<file path="config.mk">
export PLATFORM = sky130hd
export DESIGN_NAME = defl_guard
export DESIGN_NICKNAME = d
export VERILOG_FILES = /design/src/rtl/defl_pkg.sv /design/src/rtl/defl_sync_bank.sv /design/src/rtl/defl_xray_latch.sv /design/src/rtl/defl_combine.sv /design/src/rtl/defl_guard.sv
export SDC_FILE = /design/constraint.sdc
export NUM_CORES = 1
export LEC_CHECK = 0
export BUFFER_PORTS_ARGS = -buffer_cell sky130_fd_sc_hd__buf_2
export CAP_MARGIN = 20
export CORE_MARGIN = 10
export CORE_UTILIZATION = 45
export DETAILED_ROUTE_END_ITERATION = 16
export PLACE_DENSITY = 0.72
export SLEW_MARGIN = 20
export SYNTH_ARGS = -nofsm -noshare
export SYNTH_HDL_FRONTEND = slang
export SYNTH_SLANG_ARGS = --single-unit
</file>
<file path="constraint.sdc">
create_clock -name clk -period 1.25 [get_ports clk]
set_clock_uncertainty 0.1 [all_clocks]
set_input_delay 0.1875 -clock clk [delete_from_list [all_inputs] [get_ports clk]]
set_output_delay 0.1875 -clock clk [all_outputs]
set_load 0.05 [all_outputs]
</file>
<file path="src/rtl/defl_pkg.sv">
package defl_pkg;
   localparam int NUM_IN = 9;
   // positions of the flags inside the synchronized vector
   localparam int IX_SUP   = 0;
   localparam int IX_XRAY  = 1;
   localparam int IX_DUTY  = 2;
   localparam int IX_HFLY  = 3;
   localparam int IX_VFLY  = 4;
   localparam int IX_VSYNC = 5;
   localparam int IX_VRET  = 6;
   localparam int IX_FCHG  = 7;
   localparam int IX_VFUN  = 8;

   typedef struct packed {
      logic hfly;
      logic duty;
      logic xray;
      logic sup_low;
   } cause_t;
endpackage

</file>
<file path="src/rtl/defl_sync_bank.sv">
module defl_sync_bank #(
   parameter int WIDTH  = 9,
   parameter int STAGES = 2
) (
   input  logic             clk,
   input  logic             rst_n,
   input  logic [WIDTH-1:0] async_i,
   output logic [WIDTH-1:0] sync_o
);
   localparam int LAST = STAGES - 1;

   if (STAGES < 2) begin : g_bad_stages
      $error("defl_sync_bank: STAGES must be at least 2");
   end
   if (WIDTH < 1) begin : g_bad_width
      $error("defl_sync_bank: WIDTH must be positive");
   end

   for (genvar b = 0; b < WIDTH; b++) begin : g_bit
      logic [STAGES-1:0] chain;
      always_ff @(posedge clk or negedge rst_n) begin
         if (!rst_n) chain <= '0;
         else        chain <= {chain[STAGES-2:0], async_i[b]};
      end
      assign sync_o[b] = chain[LAST];
   end
endmodule

</file>
<file path="src/rtl/defl_xray_latch.sv">
module defl_xray_latch (
   input  logic clk,
   input  logic rst_n,
   input  logic sup_i,
   input  logic trip_i,
   output logic latch_q,
   output logic fault_o
);
   // fault as seen this cycle: clear dominates set
   assign fault_o = sup_i & (latch_q | trip_i);

   always_ff @(posedge clk or negedge rst_n) begin
      if (!rst_n) latch_q <= 1'b0;
      else        latch_q <= fault_o;
   end


   latch_clear_only_on_supply_loss_chk: assert property (@(posedge clk) disable iff (!rst_n)
      $fell(latch_q) |-> !$past(sup_i));

   latch_set_only_by_trip_chk: assert property (@(posedge clk) disable iff (!rst_n)
      $rose(latch_q) |-> $past(trip_i));
endmodule

</file>
<file path="src/rtl/defl_combine.sv">
module defl_combine
   import defl_pkg::*;
#(
   parameter bit BLANK_LOW = 1'b0
) (
   input  logic              clk,
   input  logic              rst_n,
   input  logic [NUM_IN-1:0] s_i,
   input  logic              fault_i,
   output logic              h_en_o,
   output logic              v_en_o,
   output logic              blank_o,
   output cause_t            cause_o
);
   logic   sup, duty, hfly, vterm;
   logic   h_nx, v_nx, blk_nx, blank_q;
   cause_t cause_nx;

   assign sup  = s_i[IX_SUP];
   assign duty = s_i[IX_DUTY];
   assign hfly = s_i[IX_HFLY];
   assign vterm = s_i[IX_VFUN] ? s_i[IX_VRET] : s_i[IX_VFLY];

   always_comb begin
      h_nx   = sup & ~fault_i & ~duty & ~hfly;
      v_nx   = sup & ~duty;
      blk_nx = s_i[IX_FCHG] | fault_i | ~sup | duty | hfly | s_i[IX_VSYNC] | vterm;
      cause_nx.sup_low = ~sup;
      cause_nx.xray    = fault_i;
      cause_nx.duty    = duty;
      cause_nx.hfly    = hfly;
   end

   always_ff @(posedge clk or negedge rst_n) begin
      if (!rst_n) begin
         h_en_o  <= 1'b0;
         v_en_o  <= 1'b0;
         blank_q <= 1'b1;
         cause_o <= '{hfly: 1'b0, duty: 1'b0, xray: 1'b0, sup_low: 1'b1};
      end else begin
         h_en_o  <= h_nx;
         v_en_o  <= v_nx;
         blank_q <= blk_nx;
         cause_o <= cause_nx;
      end
   end

   if (BLANK_LOW) begin : g_blank_low
      assign blank_o = ~blank_q;
   end else begin : g_blank_high
      assign blank_o = blank_q;
   end


   h_needs_v_chk: assert property (@(posedge clk) disable iff (!rst_n)
      h_en_o |-> v_en_o);

   v_off_blanks_chk: assert property (@(posedge clk) disable iff (!rst_n)
      !v_en_o |-> blank_q);

   fault_kills_h_chk: assert property (@(posedge clk) disable iff (!rst_n)
      cause_o.xray |-> !h_en_o);

   sup_low_kills_v_chk: assert property (@(posedge clk) disable iff (!rst_n)
      cause_o.sup_low |-> (!v_en_o && blank_q));
endmodule

</file>
<file path="src/rtl/defl_guard.sv">
module defl_guard
   import defl_pkg::*;
#(
   parameter int SYNC_STAGES = 2,
   parameter bit BLANK_LOW   = 1'b0
) (
   input  logic       clk,
   input  logic       rst_n,
   input  logic       supply_ok,
   input  logic       xray_trip,
   input  logic       duty_off,
   input  logic       h_flyback,
   input  logic       v_flyback,
   input  logic       v_sync,
   input  logic       v_retrace,
   input  logic       freq_change,
   input  logic       vfly_unused,
   output logic       h_drive_en,
   output logic       v_drive_en,
   output logic       blank_pin,
   output logic [3:0] inhibit_cause
);
   logic [NUM_IN-1:0] raw, syn;
   logic              latch_q, fault;
   cause_t            cause;

   always_comb begin
      raw           = '0;
      raw[IX_SUP]   = supply_ok;
      raw[IX_XRAY]  = xray_trip;
      raw[IX_DUTY]  = duty_off;
      raw[IX_HFLY]  = h_flyback;
      raw[IX_VFLY]  = v_flyback;
      raw[IX_VSYNC] = v_sync;
      raw[IX_VRET]  = v_retrace;
      raw[IX_FCHG]  = freq_change;
      raw[IX_VFUN]  = vfly_unused;
   end

   defl_sync_bank #(.WIDTH(NUM_IN), .STAGES(SYNC_STAGES)) i_sync (
      .clk(clk), .rst_n(rst_n), .async_i(raw), .sync_o(syn));

   defl_xray_latch i_latch (
      .clk(clk), .rst_n(rst_n), .sup_i(syn[IX_SUP]), .trip_i(syn[IX_XRAY]),
      .latch_q(latch_q), .fault_o(fault));

   defl_combine #(.BLANK_LOW(BLANK_LOW)) i_comb (
      .clk(clk), .rst_n(rst_n), .s_i(syn), .fault_i(fault),
      .h_en_o(h_drive_en), .v_en_o(v_drive_en), .blank_o(blank_pin),
      .cause_o(cause));

   assign inhibit_cause = cause;


   latched_fault_holds_chk: assert property (@(posedge clk) disable iff (!rst_n)
      (latch_q && syn[IX_SUP]) |=> inhibit_cause[1]);
endmodule

</file>
== After elaboration in Yosys (flattened, before gate mapping) ==
Cells that the tools add are included.

* Bits of input ports: 11
* Flip-flop bits (word level): 25

* Bitwise logic cells: 16
* Multiplexer cells: 1

{| class="wikitable"
|+ Operator list
! operator !! number
|-
| $or A1 B1 Y1 || 7
|-
| $and A1 B1 Y1 || 5
|-
| $not A1 Y1 || 4
|-
| $mux W1 || 1
|}

== Depth between registers and ports, before layout ==
Gate-level depths: netlist (run 1).

* Depth after elaboration: 8
* Mapped depth: 2

== Modules after synthesis ==
A second synthesis (run 1) with hierarchy kept.

* Cell total of the unflattened synthesis: 42
* Area total of the unflattened synthesis: 778.2 um^2

{| class="wikitable"
|+ By module, submodules not included
! module !! area an instance (um^2) !! cells each !! times used
|-
| defl_sync_bank || 518.0 || 27 || 1
|-
| defl_combine || 227.7 || 13 || 1
|-
| defl_xray_latch || 32.5 || 2 || 1
|}

== Least setup slack after synthesis (run 1) ==
OpenSTA, ideal clock, no wires.

* Path type: reg2out
* Start: register i_comb.blank_q (netlist: i_comb.blank_o)
* End: output blank_pin
* Cell stages (with the launch flop): 1
* Required time: 962 ps
* Arrival: 656 ps
* Setup slack: 307 ps
* Path buffers: 0
* Cell sequence: dfstp_2

{| class="wikitable"
|+ RTL lines
! element !! RTL line !! RTL
|-
| start: declaration || defl_combine.sv:16 || <nowiki>logic h_nx, v_nx, blk_nx, blank_q;</nowiki>
|-
| start signal: assignment || defl_combine.sv:43 || <nowiki>blank_q <= blk_nx;</nowiki>
|-
| end: declaration || defl_guard.sv:20 || <nowiki>output logic blank_pin,</nowiki>
|}

No word-level cell between the ends.

== Final worst setup path (run 1) ==
* Start: register i_comb.blank_q (netlist: i_comb.blank_o)
* End: output blank_pin

No word-level cell between the ends.

==> impl_metrics.sql, run 1 <==
INSERT INTO impl_metrics (metric_group, metric, value, unit) VALUES
('outcome', 'run_status', 'finished, violations left', ''),
('outcome', 'failed_checks', 'negative setup slack', ''),
('drt', 'detail_route.drc_violations', '0', ''),
('yosys', 'syn-num-nets', '46', ''),
('power_and_ir_drop', 'irDropWorstVdd', '0.815', 'mV'),
('die', 'dieArea', '3520', 'um^2'),
('die', 'start_util', '0.468', ''),
('drt', 'wl_per_cell', '11.7', 'um'),
('place', 'placed_area', '795', 'um^2'),
('sta', 'finalMaxSlewViolations', '0', ''),
('sta', 'final.hold.worst_slack', '0.263', 'ns'),
('yosys', 'synth.area.top_cells', 'sky130_fd_sc_hd__dfrtp_1, sky130_fd_sc_hd__dfstp_2, sky130_fd_sc_hd__nor2b_4, sky130_fd_sc_hd__nor2_1, sky130_fd_sc_hd__mux2i_1', ''),
('sta', 'timing.fmax', '772', 'MHz'),
('critical_path', 'worstPathArrival', '1.01', 'ns'),
('cells_and_area', 'area_delta_synth_final', '36.1', '%'),
('yosys', 'yosys.area.top_type', 'sky130_fd_sc_hd__dfrtp_1', ''),
('cells_and_area', 'fin_nets', '77', ''),
('clock_network', 'cts_num_sinks', '25', ''),
('cells_and_area', 'drive_above_1_share', '0.385', ''),
('clock_network', 'clock_latency_at_the_later_pin_of_the_worst_skew_pair', '0.31', 'ns'),
('cells_and_area', 'num-fill-cells', '104', ''),
('critical_path', 'timing_worst_setup_path_type', 'reg2out', ''),
('drt', 'routed-via-count', '361', ''),
('yosys', 'yosysWarningCount', '0', ''),
('clock_network', 'path_clk_slew', '0.13', 'ns'),
('clock_network', 'htree_levels', '1', ''),
('die', 'core', '1490', 'um^2'),
('power_and_ir_drop', 'powerDensity', '1390', 'nW/um^2'),
('sta', 'max_slew.worst_pin.slew', '0.507', 'ns'),
('global_route', 'gr-total-overflow', '0', ''),
('sta', 'post-route-period-util', '1.04', ''),
('drt', 'route.antenna.remaining_nets', '0', ''),
('critical_path', 'critical_path_buf_inv_count', '1', ''),
('yosys', 'synthCells', '35', ''),
('place', 'gp_congestion', '0.709', ''),
('global_route', 'grt_antenna_before_repair', '0', ''),
('yosys', 'avgSynthCellArea', '19.9', 'um^2'),
('sta', 'final_setup_violating_endpoints', '2', ''),
('yosys', 'seq_area_frac_synth', '0.901', ''),
('global_route', 'maximum_number_of_pins_on_one_net_before_global_route_repair', '26', ''),
('critical_path', 'required', '0.96', 'ns'),
('global_route', 'number_of_global_route_vias_before_repair', '392', ''),
('yosys', 'synth-seq-cells', '25', ''),
('yosys', 'synth_area', '697', 'um^2'),
('clock_network', 'max-clock-path-buffers', '2', ''),
('sta', 'max_slew_margin', '0.662', ''),
('critical_path', 'critical_path.slowest_cell', 'sky130_fd_sc_hd__dfstp_2', ''),
('die', 'rows', '14', ''),
('clock_network', 'cts_setup_buffers', '0', ''),
('place', 'pre_cts_slack', '0.221', 'ns'),
('critical_path', 'slowest_delay', '0.56', 'ns'),
('min_path', 'worst_hold_path_type', 'reg2reg', ''),
('critical_path', 'cp-start-kind', 'flip-flop', ''),
('clock_network', 'cts-buffers-inserted', '3', ''),
('sta', 'worst_slack_setup_final', '-0.0450', 'ns'),
('critical_path', 'worst-path-max-fanout', '1', ''),
('power_and_ir_drop', 'p_total', '1.32', 'mW'),
('yosys', 'synth_largest_type_area_fraction', '0.826', ''),
('clock_network', 'clk_root_buffer_cell', 'sky130_fd_sc_hd__clkbuf_4', ''),
('global_route', 'wire_length_of_the_first_global_routing_pass', '1.68', 'mm'),
('die', 'width_of_the_die', '59.4', 'um'),
('sta', 'finalSetupTns', '-0.0773', 'ns'),
('drt', 'totalWireLength', '949', 'um'),
('cells_and_area', 'design_area', '948', 'um^2'),
('critical_path', 'timing.critical_path.to_type', 'output port', ''),
('critical_path', 'path_delay_family', 'flip-flops', ''),
('die', 'dieHeight', '59.4', 'um'),
('yosys', 'yosys.cell_types.count', '10', ''),
('sta', 'grt_setup_unrepaired', 'yes', ''),
('place', 'placed_wire_length_estimate_after_detailed_placement', '646', 'um'),
('drt', 'drt_iter0_markers', '4', ''),
('drt', 'number_of_vias_per_cell_after_detailed_routing', '4.46', ''),
('drt', 'detail_route.first_pass.iterations', '2', ''),
('global_route', 'gr-usage-all-layers', '0.0614', ''),
('sta', 'final_period_minus_worst_setup_slack', '1.29', 'ns'),
('place', 'buffer_ports.inserted', '17', ''),
('sta', 'timing.final.hold_violations', '0', ''),
('power_and_ir_drop', 'power_leakage', '0.460', 'nW'),
('die', 'design.portCount', '18', ''),
('flow_run', 'reported_max_cap_violation_count', '0', ''),
('critical_path', 'worstPathCellList', 'buf_8', ''),
('cells_and_area', 'ant_diodes', '0', ''),
('clock_network', 'tritoncts', 'built', '');
[state kept, by name, indices dropped and copies added (netlist names)]
register,cells
i_sync.g_bit.chain,18
i_comb.v_en_o,1
i_comb.h_en_o,1
i_comb.blank_o,1
i_comb.cause_o,4
[power by group]
group	total [mW]	leakage (nW)	internal [mW]	switching, mW
sequential	0.864	0.293	0.849	0.0153
clock	0.340	0.0177	0.119	0.220
combinational	0.115	0.149	0.0508	0.0645
[timing repair]
item,4_1_cts,5_1_grt
setup endpoints to repair,3,3
resized for setup,7,1
endpoints found under the hold margin,32,0
hold buffers,10,0
[kinds of logic after synthesis]
kind of cell | after synthesis | synth area share
buf+inv | 2 | 0.0162
flops | 25 | 0.901
mux | 1 | 0.0144
simple gates | 7 | 0.0682
[layer usage]
| layer | track usage | wire, um | share of wire |
|---|---|---|---|
| met5 | 0 | 0 | 0 |
| met4 | 0.0295 | 0 | 0 |
| met1 | 0.0607 | 384 | 0.40 |
| met2 | 0.0981 | 416 | 0.44 |
| met3 | 0.0386 | 147 | 0.15 |
[final timing paths]
check | slack (ns) | depth (start not counted) | endpoint | from
worst max-delay path | -0.04 | 1 | blank_pin | i_comb.blank_o
worst min register to register | 0.26 | 0 | i_sync.g_bit[1].chain[1] | i_sync.g_bit[1].chain[0]
min in group asynchronous | 0.27 | 2 | i_comb.h_en_o | rst_n
worst max register to register | 0.36 | 2 | i_comb.h_en_o | i_sync.g_bit[3].chain[1]
worst min-delay path | 0.26 | 0 | i_sync.g_bit[1].chain[1] | i_sync.g_bit[1].chain[0]
max in group asynchronous | 0.42 | 2 | i_comb.cause_o[0] | rst_n
[worst register-to-register path, stage by stage, from the launching register on]
cell and delay [ns]:
sky130_fd_sc_hd__dfrtp_1 0.41, sky130_fd_sc_hd__nor3_2 0.20, sky130_fd_sc_hd__and2_1 0.14
[synth_stat cells]
library cell	number
sky130_fd_sc_hd__mux2i_1	1
sky130_fd_sc_hd__dfrtp_1	23
sky130_fd_sc_hd__nor2b_4	1
sky130_fd_sc_hd__nor3_2	1
sky130_fd_sc_hd__inv_1	1
sky130_fd_sc_hd__nand4_1	1
sky130_fd_sc_hd__buf_4	1
sky130_fd_sc_hd__dfstp_2	2
sky130_fd_sc_hd__nor2_1	3
sky130_fd_sc_hd__and2_1	1
[stage by stage]
stage / cells / utilization
after floorplan: 35 / -
after global placement: 67 / 0.534
after detailed placement: 67 / 0.534
after CTS: 81 / 0.634
after global routing: 81 / 0.637
final: 81 / 0.637
[cells in the final DEF (no fill, tap or decap)]
cell type and instances:
sky130_fd_sc_hd__dfrtp_1 23, sky130_fd_sc_hd__buf_2 14, sky130_fd_sc_hd__dlygate4sd3_1 10, sky130_fd_sc_hd__nor2_1 3, sky130_fd_sc_hd__clkbuf_4 3, sky130_fd_sc_hd__dfstp_2 2, sky130_fd_sc_hd__buf_8 2, sky130_fd_sc_hd__nor2b_4 1
sky130_fd_sc_hd__nor3_2 1, sky130_fd_sc_hd__mux2i_1 1, sky130_fd_sc_hd__nand4_1 1, sky130_fd_sc_hd__inv_1 1, sky130_fd_sc_hd__and2_1 1, sky130_fd_sc_hd__clkinv_2 1, sky130_fd_sc_hd__buf_6 1
[cell type report]
| class | instances | area (um^2) | share of cell area |
|---|---|---|---|
| multi-input cells | 8 | 57.6 | 0.0607 |
| clock inverters | 1 | 5.00 | 0.00528 |
| inverters | 1 | 3.75 | 0.00396 |
| repair buffers | 27 | 211 | 0.223 |
| clock buffers | 3 | 22.5 | 0.0237 |
| flip-flops and latches | 25 | 628 | 0.662 |
| well taps | 16 | 20.0 | 0.0211 |
Power figures use the tool's default switching activity.
==> run 2, diff against run 1 <==
--- a/config.mk
+++ b/config.mk
@@ -5,11 +5,12 @@
 export SDC_FILE = /design/constraint.sdc
 export NUM_CORES = 1
 export LEC_CHECK = 0
-export BUFFER_PORTS_ARGS = -buffer_cell sky130_fd_sc_hd__buf_2
+export BUFFER_PORTS_ARGS = -buffer_cell sky130_fd_sc_hd__buf_4
 export CAP_MARGIN = 20
 export CORE_MARGIN = 10
 export CORE_UTILIZATION = 45
 export DETAILED_ROUTE_END_ITERATION = 16
+export MAX_ROUTING_LAYER = met4
 export PLACE_DENSITY = 0.72
 export SLEW_MARGIN = 20
 export SYNTH_ARGS = -nofsm -noshare
==> run 2 against run 1 <==
Cell count unchanged. Design area up 3.6%. Flip-flop and latch count unchanged. Die area unchanged. Clock power down 4%. Hold slack worse by 0.055 ns. Worst setup slack better by 0.015 ns. Critical path type unchanged. Utilization up 2.3 points. The flow still finishes with violations (negative setup slack). Sequential power about the same. Power up 0.11%. Via count down 1.4%. Largest power group unchanged.
==> impl_metrics.sql, run 2 (synthesis results as in run 1) <==
INSERT INTO impl_metrics (metric_group, metric, value, unit) VALUES
('sta', 'max_slew_margin', '0.803', ''),
('critical_path', 'worstSetupStartpoint', 'i_comb.blank_o', ''),
('critical_path', 'crit_path_end', 'blank_pin', ''),
('drt', 'number_of_vias_per_cell_after_detailed_routing', '4.40', ''),
('sta', 'worst_slack_setup_final', '-0.0295', 'ns'),
('drt', 'drt_iter0_markers', '1', ''),
('power_and_ir_drop', 'power_leakage', '0.468', 'nW'),
('outcome', 'run_status', 'finished, violations left', ''),
('sta', 'final_period_minus_worst_setup_slack', '1.28', 'ns'),
('die', 'dieHeight', '59.4', 'um'),
('global_route', 'number_of_global_route_vias_before_repair', '387', ''),
('cells_and_area', 'largest_register_ff_count', '18', ''),
('critical_path', 'worst_r2r_startpoint', 'i_sync.g_bit[3].chain[1]', ''),
('critical_path', 'worstPathArrival', '0.99', 'ns'),
('place', 'buffer_ports.inserted', '17', ''),
('critical_path', 'path_delay_family', 'flip-flops', ''),
('cells_and_area', 'num-fill-cells', '110', ''),
('cells_and_area', 'layout.cells.most_common', 'sky130_fd_sc_hd__dfrtp_1', ''),
('die', 'rows', '14', ''),
('critical_path', 'worstPathCellList', 'buf_8', ''),
('power_and_ir_drop', 'powerDensity', '1340', 'nW/um^2'),
('cells_and_area', 'fin_nets', '77', ''),
('place', 'gp_congestion', '0.625', ''),
('sta', 'finalSetupTns', '-0.0541', 'ns'),
('sta', 'final_setup_violating_endpoints', '2', ''),
('clock_network', 'clock_latency_at_the_later_pin_of_the_worst_skew_pair', '0.30', 'ns'),
('cells_and_area', 'design_area', '982', 'um^2'),
('drt', 'routed-via-count', '356', ''),
('clock_network', 'max-clock-path-buffers', '2', ''),
('critical_path', 'required', '0.96', 'ns'),
('die', 'width_of_the_die', '59.4', 'um'),
('place', 'placed_area', '837', 'um^2'),
('clock_network', 'tritoncts', 'built', ''),
('die', 'core', '1490', 'um^2'),
('drt', 'detail_route.drc_violations', '0', ''),
('power_and_ir_drop', 'p_total', '1.32', 'mW'),
('sta', 'max_slew.worst_pin.slew', '0.296', 'ns'),
('critical_path', 'cp-start-kind', 'flip-flop', ''),
('critical_path', 'worst-path-max-fanout', '1', ''),
('sta', 'post-route-period-util', '1.02', ''),
('outcome', 'failed_checks', 'negative setup slack', ''),
('cells_and_area', 'largestRegisters', 'i_sync.g_bit.chain: 18 flops, i_comb.cause_o: 4 flops', ''),
('drt', 'route.antenna.remaining_nets', '0', ''),
('critical_path', 'timing_worst_setup_path_type', 'reg2out', ''),
('global_route', 'gr-usage-all-layers', '0.0638', ''),
('cells_and_area', 'commonest_non_fill_non_tap_cells_in_the_layout', 'sky130_fd_sc_hd__dfrtp_1, sky130_fd_sc_hd__buf_4, sky130_fd_sc_hd__dlygate4sd3_1', ''),
('drt', 'detail_route.first_pass.iterations', '2', ''),
('critical_path', 'regToRegSetupSlack', '0.31', 'ns'),
('clock_network', 'clk_root_buffer_cell', 'sky130_fd_sc_hd__clkbuf_4', ''),
('cells_and_area', 'drive_above_1_share', '0.369', ''),
('die', 'start_util', '0.468', ''),
('power_and_ir_drop', 'irDropWorstVdd', '0.796', 'mV'),
('clock_network', 'path_clk_slew', '0.12', 'ns'),
('sta', 'timing.final.hold_violations', '0', ''),
('critical_path', 'timing.critical_path.to_type', 'output port', ''),
('min_path', 'worst_hold_path_type', 'in2async', ''),
('clock_network', 'cts_num_sinks', '25', ''),
('global_route', 'wire_length_of_the_first_global_routing_pass', '1.70', 'mm'),
('cells_and_area', 'area_delta_synth_final', '40.9', '%'),
('critical_path', 'timing.reg2reg.worst_path_depth', '2', ''),
('cells_and_area', 'ant_diodes', '0', ''),
('global_route', 'grt_antenna_before_repair', '0', ''),
('critical_path', 'timing.rr.end', 'i_comb.h_en_o', ''),
('critical_path', 'critical_path.slowest_cell', 'sky130_fd_sc_hd__dfstp_2', ''),
('drt', 'totalWireLength', '965', 'um'),
('sta', 'grt_setup_unrepaired', 'yes', ''),
('clock_network', 'cts_setup_buffers', '0', ''),
('critical_path', 'timing.critical_path.depth', '1', ''),
('global_route', 'gr-total-overflow', '0', ''),
('sta', 'timing.fmax', '782', 'MHz'),
('die', 'dieArea', '3520', 'um^2'),
('place', 'pre_cts_slack', '0.283', 'ns'),
('global_route', 'maximum_number_of_pins_on_one_net_before_global_route_repair', '26', ''),
('clock_network', 'htree_levels', '1', ''),
('cells_and_area', 'largest_register', 'i_sync.g_bit.chain', ''),
('critical_path', 'slowest_delay', '0.55', 'ns'),
('die', 'design.portCount', '18', ''),
('critical_path', 'critical_path_buf_inv_count', '1', ''),
('clock_network', 'cts-buffers-inserted', '3', ''),
('drt', 'wl_per_cell', '11.9', 'um'),
('sta', 'finalMaxSlewViolations', '0', ''),
('flow_run', 'reported_max_cap_violation_count', '0', '');
-- run 2: changes by cell type in the layout (fill, tap and decap cells not counted) --
cell                       change
sky130_fd_sc_hd__buf_4        +14
sky130_fd_sc_hd__clkbuf_1      +1
sky130_fd_sc_hd__buf_2        -14
sky130_fd_sc_hd__clkinv_2      -1
-- run 2: per-stage QoR --
step                instances  utilization  hold WS (ns)
floorplan                  35            -        -0.208
global placement           67        0.562       -0.0106
detailed placement         67        0.562      -0.00412
CTS                        81        0.657         0.210
global route               81        0.660         0.228
finish                     81        0.660         0.208
-- run 2: worst min path at each step --
stage / slack, ns / depth (start not counted) / to / from
final: 0.21 / 2 / i_comb.h_en_o / rst_n
after global routing: 0.23 / 2 / i_sync.g_bit[2].chain[0] / rst_n
after CTS: 0.21 / 2 / i_comb.v_en_o / rst_n
after detailed placement: -0.004 / 1 / i_comb.v_en_o / rst_n
after global placement: -0.01 / 1 / i_comb.h_en_o / rst_n
after floorplan: -0.21 / 0 / i_comb.cause_o[1] / rst_n
-- run 2: report_power, final --
group	total, mW	internal [mW]	switching, mW
clock	0.327	0.124	0.203
sequential	0.864	0.849	0.0157
combinational	0.129	0.0629	0.0656
-- run 2: what timing repair did --
| item | in CTS | in global routing |
|---|---|---|
| pin swaps | 0 | 0 |
| endpoints found under the hold margin | 34 | 0 |
| resized for setup | 4 | 1 |
| setup endpoints to repair | 2 | 3 |
| hold buffers | 10 | 0 |
-- run 2: layer usage --
metal | routed length [um] | vias to the layer above | global-route usage
li1 | - | 168 | -
met2 | 449 | 18 | 0.0951
met4 | 0 | 0 | 0.0295
met5 | 0 | - | -
met1 | 373 | 170 | 0.0654
met3 | 142 | 0 | 0.0386
-- run 2: cell type report --
type | count | area, um^2 | area share
Clock buffer | 4 | 26.3 | 0.0268
Inverter | 1 | 3.75 | 0.00382
Multi-Input combinational cell | 8 | 57.6 | 0.0586
Sequential cell | 25 | 628 | 0.639
Tap cell | 16 | 20.0 | 0.0204
Timing Repair Buffer | 27 | 246 | 0.251
